## config.mk

```make
export PLATFORM = sky130hd
export DESIGN_NAME = alarm_event_irq
export DESIGN_NICKNAME = d
export VERILOG_FILES = /design/src/rtl/alarm_evt_pkg.sv /design/src/rtl/alarm_sync.sv /design/src/rtl/alarm_edge_cause.sv /design/src/rtl/alarm_reg_read.sv /design/src/rtl/alarm_event_irq.sv
export SDC_FILE = /design/constraint.sdc
export NUM_CORES = 1
export LEC_CHECK = 0
export BUFFER_PORTS_ARGS = -buffer_cell sky130_fd_sc_hd__buf_4
export CAP_MARGIN = 0
export CELL_PAD_IN_SITES_DETAIL_PLACEMENT = 1
export CELL_PAD_IN_SITES_GLOBAL_PLACEMENT = 2
export CORE_ASPECT_RATIO = 0.9
export CORE_UTILIZATION = 35
export CTS_CLUSTER_DIAMETER = 80
export DETAILED_ROUTE_END_ITERATION = 16
export MAX_ROUTING_LAYER = met4
export PLACE_DENSITY_LB_ADDON = 0.1
export RECOVER_POWER = 100
export SYNTH_ARGS = -nofsm -noshare
export SYNTH_HDL_FRONTEND = slang
export SYNTH_HIERARCHICAL = 1
export SYNTH_SLANG_ARGS = --single-unit
```

## constraint.sdc

```tcl
create_clock -name clk -period 2 [get_ports clk]
set_input_delay 0.2 -clock clk [delete_from_list [all_inputs] [get_ports clk]]
set_output_delay 0.2 -clock clk [all_outputs]
set_load 0.01 [all_outputs]
```

## src/rtl/alarm_evt_pkg.sv

```systemverilog
// Shared constants for the clock alarm change-event block.
// Assumes a fixed set of four alarm signals whose cause-bit and
// status-bit positions are decoded by host software.
package alarm_evt_pkg;
    localparam int NUM_ALM     = 4;
    localparam int CAUSE_W     = 2 * NUM_ALM;
    localparam int ADDR_W      = 3;
    localparam int DATA_W      = 8;

    // Host-visible offsets; software depends on these values.
    localparam logic [ADDR_W-1:0] OFS_STATUS = 3'd2;
    localparam logic [ADDR_W-1:0] OFS_CAUSE  = 3'd6;
    localparam logic [ADDR_W-1:0] OFS_IRQID  = 3'd7;

    // Alarm input indices.
    localparam int ALM_PRI_LOS = 0;
    localparam int ALM_SEC_LOS = 1;
    localparam int ALM_HOLD    = 2;
    localparam int ALM_UNLOCK  = 3;

    // Nibble returned when the clock hardware is marked absent.
    localparam logic [3:0] IRQID_ABSENT = 4'hF;
endpackage

```

## src/rtl/alarm_sync.sv

```systemverilog
// Multi-stage synchronizer for a vector of asynchronous levels.
// Assumes each bit is a slow level, so bits need no mutual coherence.
// The flops carry no reset: they keep sampling while rst_n is low, so
// the level already seen at the last stage is valid when reset ends.
module alarm_sync #(
    parameter int WIDTH  = 4,
    parameter int STAGES = 2
) (
    input  logic             clk,
    input  logic [WIDTH-1:0] din,
    output logic [WIDTH-1:0] dout
);
    logic [WIDTH-1:0] stg [STAGES];

    // Shift the sampled levels through the synchronizer chain.
    always_ff @(posedge clk) begin
        stg[0] <= din;
        for (int s = 1; s < STAGES; s++) begin
            stg[s] <= stg[s-1];
        end
    end

    assign dout = stg[STAGES-1];
endmodule

```

## src/rtl/alarm_edge_cause.sv

```systemverilog
// Edge detector and sticky cause register.
// For alarm i, cause bit 2i records a rising edge and bit 2i+1 records
// a falling edge. A clear request empties the register, but edges found
// in the same cycle are set after that clear, so no event is lost.
// Assumes lvl is already synchronized. During reset the previous-level
// register tracks lvl, so leaving reset raises no edge.
module alarm_edge_cause #(
    parameter int NUM = 4,
    localparam int CW = 2 * NUM
) (
    input  logic           clk,
    input  logic           rst_n,
    input  logic [NUM-1:0] lvl,
    input  logic           clr,
    output logic [CW-1:0]  cause,
    output logic [CW-1:0]  set_vec
);
    logic [NUM-1:0] prev;

    // Remember last cycle's level; this runs in reset too, which seeds it.
    always_ff @(posedge clk) begin
        prev <= lvl;
    end

    // Map each alarm's rise and fall onto its pair of cause bits.
    generate
        for (genvar i = 0; i < NUM; i++) begin : g_edge
            assign set_vec[2*i]   =  lvl[i] & ~prev[i];
            assign set_vec[2*i+1] = ~lvl[i] &  prev[i];
        end
    endgenerate

    // Sticky cause bits: clear on request, then merge this cycle's edges.
    always_ff @(posedge clk) begin
        if (!rst_n) begin
            cause <= '0;
        end else begin
            cause <= (clr ? '0 : cause) | set_vec;
        end
    end

    // every detected edge shows up in the cause register.
    p_edge_captured_r1: assert property (@(posedge clk) disable iff (!rst_n)
        (|set_vec) |=> ((cause & $past(set_vec)) == $past(set_vec)));

    // without a clear, no bit that was set goes away.
    p_sticky_r2: assert property (@(posedge clk) disable iff (!rst_n)
        !clr |=> ((cause & $past(cause)) == $past(cause)));

    // a clear with no concurrent edge empties the register.
    p_clear_r3: assert property (@(posedge clk) disable iff (!rst_n)
        (clr && set_vec == '0) |=> (cause == '0));

    // a clear with concurrent edges leaves exactly those edges.
    p_edge_on_clear_r4: assert property (@(posedge clk) disable iff (!rst_n)
        (clr && |set_vec) |=> (cause == $past(set_vec)));
endmodule

```

## src/rtl/alarm_reg_read.sv

```systemverilog
// Byte-wide read port for the eight-offset register window.
// Decodes the offset, forms the read byte and registers it. It also
// raises the clear request for the cause register on a read of the
// cause offset. Read data holds its value between reads.
module alarm_reg_read
    import alarm_evt_pkg::*;
#(
    parameter logic [3:0] IRQ_NUM    = 4'hB,
    parameter bit         HW_PRESENT = 1'b1
) (
    input  logic               clk,
    input  logic               rst_n,
    input  logic               rd_en,
    input  logic [ADDR_W-1:0]  rd_addr,
    input  logic [CAUSE_W-1:0] cause,
    input  logic [NUM_ALM-1:0] lvl,
    input  logic [3:0]         aux_status,
    output logic               cause_clr,
    output logic [DATA_W-1:0]  rd_data
);
    localparam logic [3:0] IRQID_NIB = HW_PRESENT ? IRQ_NUM : IRQID_ABSENT;

    logic [3:0]        lvl_hi;
    logic [DATA_W-1:0] rd_mux;

    // Place alarm i at status bit 7-i, so primary loss lands at bit 7.
    always_comb begin
        for (int i = 0; i < NUM_ALM; i++) begin
            lvl_hi[NUM_ALM-1-i] = lvl[i];
        end
    end

    // Select the byte for the addressed offset; unused offsets give zero.
    always_comb begin
        unique case (rd_addr)
            OFS_STATUS: rd_mux = {lvl_hi, aux_status};
            OFS_CAUSE:  rd_mux = cause;
            OFS_IRQID:  rd_mux = {4'h0, IRQID_NIB};
            default:    rd_mux = '0;
        endcase
    end

    assign cause_clr = rd_en && (rd_addr == OFS_CAUSE);

    // Register the read byte on a read strobe.
    always_ff @(posedge clk) begin
        if (!rst_n) begin
            rd_data <= '0;
        end else if (rd_en) begin
            rd_data <= rd_mux;
        end
    end

    // a cause read returns what the register held before the clear.
    p_cause_return_r3: assert property (@(posedge clk) disable iff (!rst_n)
        cause_clr |=> (rd_data == $past(cause)));

    // the status read carries the live levels, primary loss at bit 7.
    p_status_hi_r6: assert property (@(posedge clk) disable iff (!rst_n)
        (rd_en && rd_addr == OFS_STATUS) |=>
            (rd_data[7] == $past(lvl[ALM_PRI_LOS]) &&
             rd_data[4] == $past(lvl[ALM_UNLOCK])));

    // the upper nibble of the identification byte is always zero.
    p_irqid_hi_r7: assert property (@(posedge clk) disable iff (!rst_n)
        (rd_en && rd_addr == OFS_IRQID) |=> (rd_data[7:4] == 4'h0));

    // offsets outside the decoded three read as zero.
    p_unused_zero_r8: assert property (@(posedge clk) disable iff (!rst_n)
        (rd_en && rd_addr != OFS_STATUS && rd_addr != OFS_CAUSE &&
         rd_addr != OFS_IRQID) |=> (rd_data == '0));
endmodule

```

## src/rtl/alarm_event_irq.sv

```systemverilog
// Clock alarm change-event interrupt register (top level).
// Synchronizes four asynchronous alarm levels, records each rising and
// falling edge as a sticky cause bit, drives a level interrupt while
// any cause bit is set, and serves a byte-wide read window. A read of
// the cause byte clears it. Assumes rst_n is held low for at least
// SYNC_STAGES+1 cycles, so the synchronizer holds valid levels.
module alarm_event_irq
    import alarm_evt_pkg::*;
#(
    parameter int         SYNC_STAGES = 2,
    parameter logic [3:0] IRQ_NUM     = 4'hB,
    parameter bit         HW_PRESENT  = 1'b1
) (
    input  logic        clk,
    input  logic        rst_n,
    input  logic [3:0]  alarm_in,
    input  logic [3:0]  aux_status,
    input  logic        rd_en,
    input  logic [2:0]  rd_addr,
    output logic [7:0]  rd_data,
    output logic        irq
);
    logic [NUM_ALM-1:0] lvl;
    logic [CAUSE_W-1:0] cause;
    logic [CAUSE_W-1:0] set_vec;
    logic               cause_clr;

    alarm_sync #(
        .WIDTH  (NUM_ALM),
        .STAGES (SYNC_STAGES)
    ) u_sync (
        .clk  (clk),
        .din  (alarm_in),
        .dout (lvl)
    );

    alarm_edge_cause #(
        .NUM (NUM_ALM)
    ) u_cause (
        .clk     (clk),
        .rst_n   (rst_n),
        .lvl     (lvl),
        .clr     (cause_clr),
        .cause   (cause),
        .set_vec (set_vec)
    );

    alarm_reg_read #(
        .IRQ_NUM    (IRQ_NUM),
        .HW_PRESENT (HW_PRESENT)
    ) u_read (
        .clk        (clk),
        .rst_n      (rst_n),
        .rd_en      (rd_en),
        .rd_addr    (rd_addr),
        .cause      (cause),
        .lvl        (lvl),
        .aux_status (aux_status),
        .cause_clr  (cause_clr),
        .rd_data    (rd_data)
    );

    // Interrupt is the OR of the registered cause bits (no extra delay).
    assign irq = |cause;

    // a clearing read with no new edge drops the interrupt next cycle.
    p_irq_drop_r5: assert property (@(posedge clk) disable iff (!rst_n)
        (cause_clr && set_vec == '0) |=> !irq);

    // the interrupt only rises because an edge was detected.
    p_irq_rise_r5: assert property (@(posedge clk) disable iff (!rst_n)
        $rose(irq) |-> $past(|set_vec));

    // reads of other offsets never lower the interrupt.
    p_irq_hold_r8: assert property (@(posedge clk) disable iff (!rst_n)
        (irq && !cause_clr) |=> irq);
endmodule

```

* Yosys cells after proc, flatten, opt, wreduce, memory -nomap -nowiden
Memories as Yosys holds them, arrays and structs flattened.
Cells that the tools add are included.
** Storage, ports and cells
- Memories :: 1
- Memory bits (read-only) :: 0
- RAM bits :: 8
- Bits in latches :: 0
- Bits in registers :: 20
** Memory list
- u_sync.stg :: depth 2, width 4, rd ports 2, clocked after memory_dff 0, write ports 2, RTL line alarm_sync.sv:13 : logic [WIDTH-1:0] stg [STAGES];
** Cells by class
- Equality and inequality tests :: 3
- Shifts and indexed selects :: 0
- Divide/modulo/power cells :: 0
- Bitwise gates (word level) :: 17
- $lt $le $gt $ge :: 0
- Multiplexer cells :: 2
- Add/subtract/negate cells :: 0
- Reductions and logical operators :: 2
- Multipliers :: 0
** Operators with widths (number)
- $pmux 8 s3 :: 1
- $and 1x1->1 :: 8
- $mux 8 :: 1
- $not 1->1 :: 8
- $or 8x8->8 :: 1
- $reduce_or 8->1 :: 1
- $eq 3x3->1 const B :: 2
- $eq 3x2->1 const B :: 1
- $logic_and 1x1->1 :: 1

* Depth between registers and ports, before layout
Gate-level depths: netlist (run 1).
- Depth in word-level cells :: 4
- Gate-level depth with buffers :: 4
- Mapped depth without buffers :: 3

* Modules after synthesis
Netlist (run 1), hierarchy kept.
** By module, submodules not included
- alarm_reg_read :: area an instance 425.4 um^2, seq. area each 160.2 um^2, times used 1, cells an instance 46
- alarm_edge_cause :: area an instance 415.4 um^2, seq. area each 240.2 um^2, times used 1, cells an instance 37
- alarm_sync :: area an instance 190.2 um^2, seq. area each 160.2 um^2, times used 1, cells an instance 12
- alarm_event_irq :: area an instance 16.3 um^2, seq. area each 0.0 um^2, times used 1, cells an instance 3

* Worst setup path after synthesis (run 1)
OpenSTA, ideal clock, no wires.
- Kind :: input to register
- Start :: input port rd_addr[2]
- End :: register u_cause.cause[0]
- Setup time :: 0.115 ns
- Stages :: 4
- Required time :: 1.885 ns
- Path buffers :: 1
- Arrival time :: 0.826 ns
- Setup slack :: 1.059 ns
- Cells stage by stage :: buf_6 -> and4b_2 -> nor2b_1 -> o21a_1
** On the way
- Longest elaborated chain between the ends :: 4
** RTL lines
- start, declared :: RTL line alarm_event_irq.sv:19 : input logic [2:0] rd_addr,
- $eq 3x3->1 :: RTL line alarm_reg_read.sv:43 : assign cause_clr = rd_en && (rd_addr == OFS_CAUSE);
- $logic_and 1x1->1 :: RTL line alarm_reg_read.sv:43
- via cause_clr :: RTL line alarm_event_irq.sv:26 : logic cause_clr;
- $mux 8 :: RTL line alarm_edge_cause.sv:38 : cause <= (clr ? '0 : cause) | set_vec;
- $or 8x8->8 :: RTL line alarm_edge_cause.sv:38
- end signal, assigned :: RTL line alarm_edge_cause.sv:38
- end, declared :: RTL line alarm_edge_cause.sv:15 : output logic [CW-1:0] cause,
The timed path passes the listed nets, and every way through them passes these cells.
A chain may end at the register's enable or synchronous reset.

* Worst setup path after layout (run 1)
- Start :: register u_cause.cause[7]
- End :: output port irq
** On the way
- Longest elaborated chain between the ends :: 1
** RTL lines
- $reduce_or 8->1 :: RTL line alarm_event_irq.sv:64 : assign irq = |cause;
- end, declared :: RTL line alarm_event_irq.sv:21 : output logic irq
Every way passes these cells.

==> metrics.cfg, run 1 <==
[finish]
multiInputGateArea_sq_um=414.1
syn2layout_area_growth_pct=21.03
fillCellCount=338
final_layout_size_suffix_gt1_share_pct=15.70
nNetsFinal=136
regArea_sq_um=560.5
antenna_cells=0
final_util_pct=45.39
final_area_sq_um=1267

[clock_tree]
cts_buffer_depth=2
cts_buffers=3
clk-insertion-delay-late_ps=330
cts_resized=0
cts.sinks=28
path_clk_slew_ps=150
cts_tree=built
h-tree-depth=1
ctsRootBufferMaster=clkbuf_4
cts_setup_buffers=0

[timing]
slew_viol_final=0
rsz0062_at_grt=false
worstMarginPinSlew_ps=290.2
skew_ps=5.803
final.period_utilization_pct=71.82
hold_viol_final=0
tns_ps=0
fin_crit_ps=1436
relSlewSlack_pct=80.48
setup-violations-final=0
fmax_mhz=696.2

[route]
dr.first_iter.drc_count=14
wirelength_um=2011
num_vias=731
vias_per_cell=4.540
detail_route.wl_per_cell_um=12.49
drtAntennaViolNets=0
route.detailed.drc=0
drtPass1Iterations=3

[global_routing]
grt_pass1_wl_um=3312
antenna_found_initial=0
grt_usage_pct=14.73
gr-total-overflow=0
grt_pass1_vias=723
grt_max_degree=18

[power_and_ir_drop]
powerDensity_nw_per_um2=849.0
totalPowerFinal_mw=1.076
power_leakage_nw=0.5328
ir_worst_vdd_uv=557.2

[worst_setup_path]
r2r_cells=3
path_cells=nor4_1 > nand2_1 > clkbuf_1
cpMaxStageDelayCell=dfxtp_1
cp_num_cells=3
endpoint=irq
cp_num_buf_inv=1
cp-start-kind=register
critPathMaxFanout=3
worstPathArrival_ps=1240
crit_path_max_incr_delay_ps=350
reg2reg_to=u_read/rd_data[4]
crit_family=simple AND/OR/NAND/NOR gates
r2r_slack_ps=1140
worst_ep_required_time_ps=1800
critPathKind=reg2out
rr_startpoint=u_sync/stg[0][7]
worstSetupStartpoint=u_cause/cause[7]
cp-end-kind=output port

[placed_design]
place_area_sq_um=1209
dp_hpwl_um=1473
io_buffers=22
place_congestion=0.7490

[yosys]
synthCells=98
ys_seq_elements=28
ys_seq_area_share_pct=53.52
synth_cell_types=20
synth.cell_area_sq_um=1047
yosys_warnings=6
syn_avg_cell_area_sq_um=10.69
synth_nets=112

[die]
core_sq_um=2793
boundaryPins=23
start_util_pct=37.50
num_rows=18
die_w_um=59.66
dieArea_sq_um=3215
die_h_um=53.90

[outcome]
status=completed

[min_path]
hp-class=in2reg

[run]
drv_cap=0

report_power, final:
| group | total (mW) | switching (mW) | internal [mW] |
|---|---|---|---|
| Clock | 0.367 | 0.164 | 0.203 |
| Sequential | 0.604 | 0.0174 | 0.586 |
| Combinational | 0.105 | 0.0455 | 0.0595 |
| Total | 1.08 | 0.227 | 0.849 |
per-stage QoR:
step / setup slack (ps) / cells / hold WS [ps]
final: 563.6 / 161 / 149.4
after global placement: 940.2 / 153 / 304.4
after global routing: 413.9 / 161 / 149.8
after CTS: 515.8 / 161 / 118.7
after floorplan: 1059 / 98 / 227.7
after detailed placement: 915.6 / 153 / 305.8
cell usage in the layout (no fill, tap or decap), drive strengths merged:
cell,netlist,routed
nor4,2,2
and2b,8,8
nor2b,8,8
nand3b,4,4
nand3,1,1
and2,5,5
nand2,1,1
and4b,1,1
nor2,1,1
dfxtp,28,28
o22ai,5,5
buf,6,9
a21oi,3,3
mux2i,5,5
dlygate4sd3,0,4
o21a,11,11
bufinv,0,1
inv,5,5
clkbuf,1,16
o21ai,3,3
layer usage:
layer / up-vias / track usage [%] / wire (um)
li1: 377 / - / -
met2: 18 / 25.37 / 949
met4: 0 / 2.326 / 12
met3: 2 / 5.048 / 92
met5: - / - / 0
met1: 334 / 16.91 / 956
cell usage after synthesis, drive strengths merged:
cell type  number  area share (%)
nor2            1            0.36
o21a           11             7.9
o21ai           3             1.4
nor2b           8             4.8
dfxtp          28              54
and4b           1             1.1
mux2i           5             4.8
inv             5             1.8
and2            5             3.0
nor4            2             1.2
a21oi           3             1.4
clkbuf          1            0.48
buf             6             4.7
and2b           8             5.7
nand3           1            0.48
nand2           1            0.36
nand3b          4             4.1
o22ai           5             3.0
registers in the layout, indices dropped and copies added, names as in the netlist:
name / cells
u_cause/cause: 8
u_cause/prev: 4
u_read/rd_data: 8
u_sync/stg: 8
worst register-to-register path, cell delays in order (launching register included):
cell and delay (ps):
dfxtp_1 360, mux2i_1 190, o22ai_1 90, and2_0 150
final cells by class:
cell class | count | area share (%)
clock buffer | 3 | 1.777
clock inverter | 1 | 2.369
inverter | 5 | 1.481
multi-input combinational | 58 | 32.68
sequential | 28 | 44.22
tap | 40 | 3.949
timing repair buffer | 26 | 13.52
worst min path at each step:
stage | startpoint | endpoint | cells after the start
after floorplan | alarm_in[0] | u_sync/stg[0][0] | 0
after global routing | aux_status[1] | u_read/rd_data[1] | 3
after global placement | alarm_in[0] | u_sync/stg[0][0] | 1
after detailed placement | alarm_in[3] | u_sync/stg[0][3] | 1
after CTS | aux_status[1] | u_read/rd_data[1] | 3
final | aux_status[1] | u_read/rd_data[1] | 3
timing repair:
item / 4_1_cts / 5_1_grt
endpoints found under the setup margin: 0 / 0
hold endpoints to repair: 4 / 0
hold buffers: 4 / 0
cell families after synthesis:
group | after synthesis | synth area share, %
buf+inv | 12 | 6.930
compound gates | 22 | 13.74
simple gates | 31 | 21.03
mux | 5 | 4.779
flops | 28 | 53.52
No activity file was read; power rests on OpenSTA's default activity.
==> run 2: changes to the inputs <==
--- a/config.mk
+++ b/config.mk
@@ -5,12 +5,13 @@
 export SDC_FILE = /design/constraint.sdc
 export NUM_CORES = 1
 export LEC_CHECK = 0
+export ABC_AREA = 1
 export BUFFER_PORTS_ARGS = -buffer_cell sky130_fd_sc_hd__buf_4
 export CAP_MARGIN = 0
 export CELL_PAD_IN_SITES_DETAIL_PLACEMENT = 1
 export CELL_PAD_IN_SITES_GLOBAL_PLACEMENT = 2
 export CORE_ASPECT_RATIO = 0.9
-export CORE_UTILIZATION = 35
+export CORE_UTILIZATION = 26
 export CTS_CLUSTER_DIAMETER = 80
 export DETAILED_ROUTE_END_ITERATION = 16
 export MAX_ROUTING_LAYER = met4
==> constraint.sdc (replaced) <==
create_clock -name clk -period 1.2 [get_ports clk]
set_input_delay 0.12 -clock clk [delete_from_list [all_inputs] [get_ports clk]]
set_output_delay 0.12 -clock clk [all_outputs]
set_load 0.01 [all_outputs]
==> run 2 against run 1 <==
  * Clock skew fell by 1.7 ps
  * Cell area rose by 7.1%
  * Sequential share of layout area fell by 2.4 points
  * Non-clock buffer count rose by 5
  * Worst setup slack got worse by 480 ps
  * Critical path type unchanged
  * Critical endpoint unchanged
  * Highest routed layer unchanged
==> metrics.cfg, run 2 <==
[die]
start_util_pct=28.22  ; -9.3 points
die_w_um=70.25  ; +18%
num_rows=21  ; +3
dieArea_sq_um=4455  ; +39%
boundaryPins=23  ; unchanged
core_sq_um=3862  ; +38%
die_h_um=63.42  ; +18%

[clock_tree]
h-tree-depth=1  ; unchanged
path_clk_slew_ps=90  ; -60 ps
clk-insertion-delay-late_ps=270  ; -60 ps
cts_tree=built
cts_buffer_depth=2  ; unchanged
cts_buffers=3  ; unchanged
cts.sinks=28  ; unchanged
ctsRootBufferMaster=clkbuf_8

[timing]
rsz0062_at_grt=false
slew_viol_final=0  ; unchanged
worstMarginPinSlew_ps=304.0  ; +13.89 ps
skew_ps=4.113  ; -1.690 ps
setup-violations-final=0  ; unchanged
tns_ps=0  ; unchanged
fin_crit_ps=1117
final.period_utilization_pct=93.10
hold_slack_ps=152.2  ; +2.780 ps
worst_slack_ps=82.76  ; -480.8 ps
relSlewSlack_pct=79.71  ; -0.77 points
hold_viol_final=0  ; unchanged
fmax_mhz=895.1

[power_and_ir_drop]
ir_worst_vdd_uv=691.1  ; +24%
totalPowerFinal_mw=1.797  ; +67%
power_leakage_nw=0.6254  ; +17%
powerDensity_nw_per_um2=1323  ; +56%

[yosys]
syn_avg_cell_area_sq_um=7.729  ; -28%
yosys_warnings=6  ; unchanged
synthCells=141  ; +44%
synth_nets=155  ; +38%
synth.cell_area_sq_um=1090  ; +4.1%

[global_routing]
grt_pass1_vias=955  ; +32%
grt_pass1_wl_um=4347  ; +31%
grt_max_degree=16  ; -2
antenna_found_initial=0  ; unchanged
grt_usage_pct=13.01  ; -1.7 points
gr-total-overflow=0  ; unchanged

[min_path]
hp-class=in2reg

[route]
drtPass1Iterations=3  ; unchanged
drtAntennaViolNets=0  ; unchanged
route.detailed.drc=0  ; unchanged
detail_route.wl_per_cell_um=12.16  ; -2.6%
vias_per_cell=4.379  ; -3.6%
num_vias=937  ; +28%
dr.first_iter.drc_count=30  ; +16
wirelength_um=2603  ; +29%

[finish]
regArea_sq_um=568.0  ; +1.3%
syn2layout_area_growth_pct=24.57
top_regs=u_cause/cause x8, u_read/rd_data x8, u_sync/stg x8
antenna_cells=0  ; unchanged
layout_common_cells=nand2_1 (43), dfxtp_1 (22), inv_1 (16), a21oi_1 (16)
multiInputGateArea_sq_um=377.9  ; -8.8%
fillCellCount=481  ; +42%
final_util_pct=35.15  ; -10 points
layout_commonest_cell=nand2_1
final_layout_size_suffix_gt1_share_pct=23.21  ; +7.5 points
nNetsFinal=183  ; +35%

[placed_design]
io_buffers=22  ; unchanged
dp_hpwl_um=1900  ; +29%
place_congestion=0.7064  ; -5.7%
preCtsSetupSlack_ps=191.7  ; -724.0 ps

[outcome]
status=completed

[worst_setup_path]
critPathKind=reg2out
crit_path_max_incr_delay_ps=340  ; about the same
worstPathArrival_ps=1000  ; -240 ps
path_cells=inv_2 > nand2_2 > nor2_2 > nand2_1 > buf_6
worst_ep_required_time_ps=1080  ; -720 ps
cp-start-kind=register
cpMaxStageDelayCell=dfxtp_1
critPathMaxFanout=3  ; unchanged
cp-end-kind=output port

[run]
drv_cap=0  ; unchanged

==> run 2: repair_timing <==
| action | CTS | global route |
|---|---|---|
| resized for setup | 0 | 19 |
| endpoints found under the setup margin | 0 | 1 |
| endpoints found under the hold margin | 4 | 0 |
| setup buffers | 0 | 3 |
| hold buffers | 4 | 0 |
==> run 2: worst paths after layout <==
kind | cells after the start | end | slack (ps) | start
setup / recovery | 5 | irq | 80 | u_cause/cause[0]
hold / removal | 3 | u_read/rd_data[4] | 150 | rd_en
setup reg to reg | 4 | u_read/rd_data[3] | 340 | u_cause/cause[3]
hold reg to reg | 0 | u_sync/stg[0][4] | 340 | u_sync/stg[0][0]
==> run 2: critical path, delay by kind of cell (launching register included) <==
kind / cells / cell delay, ps
and+or+nand+nor: 3 / 200
DFF: 1 / 340
buffers and inverters: 2 / 170
==> run 2: power by group <==
part	switching (mW)	internal (mW)	total (mW)	leakage [nW]
combinational	0.110	0.0960	0.206	0.362
clock	0.284	0.294	0.578	0.0288
sequential	0.0330	0.980	1.01	0.234
total	0.427	1.37	1.80	0.625
==> run 2: stage by stage <==
stage,instance area [sq um],instances
4_1_cts,1345,211
3_5_place_dp,1250,203
3_3_place_gp,1250,203
2_1_floorplan,1090,141
6_report,1358,214
5_1_grt,1358,214
==> run 2: area by class of cell <==
| cell class | instances | area share [%] |
|---|---|---|
| Sequential cell | 28 | 41.84 |
| Timing Repair Buffer | 31 | 15.67 |
| Inverter | 23 | 6.359 |
| Clock buffer | 4 | 4.055 |
| Multi-Input combinational cell | 82 | 27.83 |
| Tap cell | 46 | 4.240 |
==> run 2: metal layers <==
| metal | GRT usage, % | wire length (um) |
|---|---|---|
| met1 | 16.11 | 1334 |
| met2 | 20.83 | 1161 |
| met3 | 3.840 | 91 |
| met4 | 3.000 | 16 |
| met5 | - | 0 |
==> run 3: changes to the inputs <==
==> constraint.sdc (replaced) <==
create_clock -name clk -period 0.9 [get_ports clk]
set_input_delay 0.09 -clock clk [delete_from_list [all_inputs] [get_ports clk]]
set_output_delay 0.09 -clock clk [all_outputs]
set_load 0.01 [all_outputs]
==> run 3 against run 2 <==
  * Largest power group unchanged
  * Hold slack improved by 43 ps
  * Combinational power increased by 56%
  * Critical path type unchanged
  * The run now ends with negative setup slack left
  * Power increased by 36%
  * Cell area increased by 8.1%
  * First-iteration DRC count increased by 6.7%
  * Clock power increased by 34%
  * Die area unchanged
  * Via count increased by 4.1%
==> metrics.cfg, run 3 (synthesis gave the netlist of run 2 again) <==
[timing]
slew_viol_final=0  ; unchanged
final.period_utilization_pct=119.2
tns_ps=-173.0  ; -173.0 ps
worst_slack_ps=-173.0  ; -255.7 ps
setup-violations-final=1  ; +1
relSlewSlack_pct=79.88  ; +0.17 points
rsz0062_at_grt=true
fin_crit_ps=1073
hold_viol_final=0  ; unchanged
fmax_mhz=932.0
skew_ps=1.019  ; -3.094 ps
worstMarginPinSlew_ps=301.4  ; -2.603 ps
hold_slack_ps=195.4  ; +43.14 ps

[die]
num_rows=21  ; unchanged
die_w_um=70.25  ; unchanged
dieArea_sq_um=4455  ; unchanged
core_sq_um=3862  ; unchanged
boundaryPins=23  ; unchanged
start_util_pct=28.22  ; unchanged
die_h_um=63.42  ; unchanged

[route]
drtPass1Iterations=3  ; unchanged
wirelength_um=2624  ; +0.81%
drtAntennaViolNets=0  ; unchanged
detail_route.wl_per_cell_um=11.82  ; -2.8%
vias_per_cell=4.392  ; +0.31%
dr.first_iter.drc_count=32  ; +6.7%
num_vias=975  ; +4.1%
route.detailed.drc=0  ; unchanged

[worst_setup_path]
worstPathArrival_ps=980  ; -20 ps
cp-end-kind=output port
critPathMaxFanout=2  ; -1
worst_ep_required_time_ps=810  ; -270 ps
cp-start-kind=register
critPathKind=reg2out

[finish]
nNetsFinal=191  ; +4.4%
final-instance-count-excl-fill=222  ; +3.7%
antenna_cells=0  ; unchanged
layout_common_cells=nand2_1 (45), buf_4 (26), dfxtp_1 (21)
fillCellCount=478  ; -0.62%
syn2layout_area_growth_pct=34.67
multiInputGateArea_sq_um=381.6  ; +0.99%
top_regs=u_cause/cause x8, u_read/rd_data x8, u_sync/stg x8
layout_commonest_cell=nand2_1
regArea_sq_um=569.3  ; +0.22%
final_layout_size_suffix_gt1_share_pct=30.11  ; +6.9 points

[clock_tree]
clk-insertion-delay-late_ps=270  ; about the same
cts_tree=built
cts_buffer_depth=2  ; unchanged
h-tree-depth=1  ; unchanged
ctsRootBufferMaster=clkbuf_8
cts_buffers=3  ; unchanged
path_clk_slew_ps=90  ; about the same
cts.sinks=28  ; unchanged

[power_and_ir_drop]
ir_worst_vdd_uv=996.1  ; +44%
powerDensity_nw_per_um2=1662  ; +26%
totalPowerFinal_mw=2.440  ; +36%
power_leakage_nw=0.7073  ; +13%

[min_path]
hp-class=in2reg

[outcome]
violations=negative setup slack
status=finished with violations

[global_routing]
gr-total-overflow=0  ; unchanged
antenna_found_initial=0  ; unchanged
grt_pass1_wl_um=4478  ; +3.0%
grt_pass1_vias=986  ; +3.2%
grt_max_degree=16  ; unchanged
grt_usage_pct=13.32  ; +0.31 points

[placed_design]
dp_hpwl_um=1941  ; +2.2%
io_buffers=22  ; unchanged
preCtsSetupSlack_ps=-54.55  ; -246.2 ps
place_congestion=0.7103  ; +0.55%
dp_cells=207  ; +2.0%

[run]
drv_cap=0  ; unchanged

[run 3: metrics by stage]
stage | utilization [%] | area (sq um)
2_1_floorplan | - | 1090
3_3_place_gp | 33.14 | 1280
3_5_place_dp | 33.14 | 1280
4_1_cts | 37.29 | 1440
5_1_grt | 38.00 | 1468
6_report | 38.00 | 1468
[run 3: path summary, 6_finish.rpt]
check                         from           endpoint  slack (ps)  depth (start not counted)
setup / recovery  u_cause/cause[4]                irq        -170                          5
hold / removal               rst_n  u_read/rd_data[5]         200                          3
setup reg to reg  u_cause/cause[6]  u_read/rd_data[6]          10                          5
hold reg to reg   u_sync/stg[0][3]   u_sync/stg[0][7]         340                          0
[run 3: repair_timing]
item,in CTS,in global routing
hold buffers,4,0
setup endpoints to repair,1,7
setup buffers,7,0
resized for setup,10,12
cloned,0,0
pin swaps,2,6
endpoints found under the hold margin,4,0
[run 3: metal layers]
| metal | wire length (um) | global-route usage [%] | up-vias |
|---|---|---|---|
| met1 | 1314 | 16.62 | 446 |
| met2 | 1204 | 21.31 | 17 |
| met3 | 89 | 3.840 | 2 |
| met5 | 0 | - | - |
| met4 | 16 | 3.000 | 0 |
| li1 | - | - | 510 |
[run 3: area by class of cell]
cell class	instances	share of cell area, %
flip-flops and latches	28	38.79
multi-input cells	82	26.00
repair buffers	39	21.65
inverters	23	5.882
well taps	46	3.922
clock buffers	4	3.751
[run 3: worst max-delay path, stage by stage (launching register included)]
cell	delay, ps
dfxtp_2	340
inv_2	40
nand2_2	50
nor2_2	90
nand2_1	70
buf_6	120
[run 3: report_power, final]
group	total (mW)	internal, mW	switching (mW)
sequential	1.35	1.31	0.0387
combinational	0.322	0.166	0.156
clock	0.772	0.391	0.381
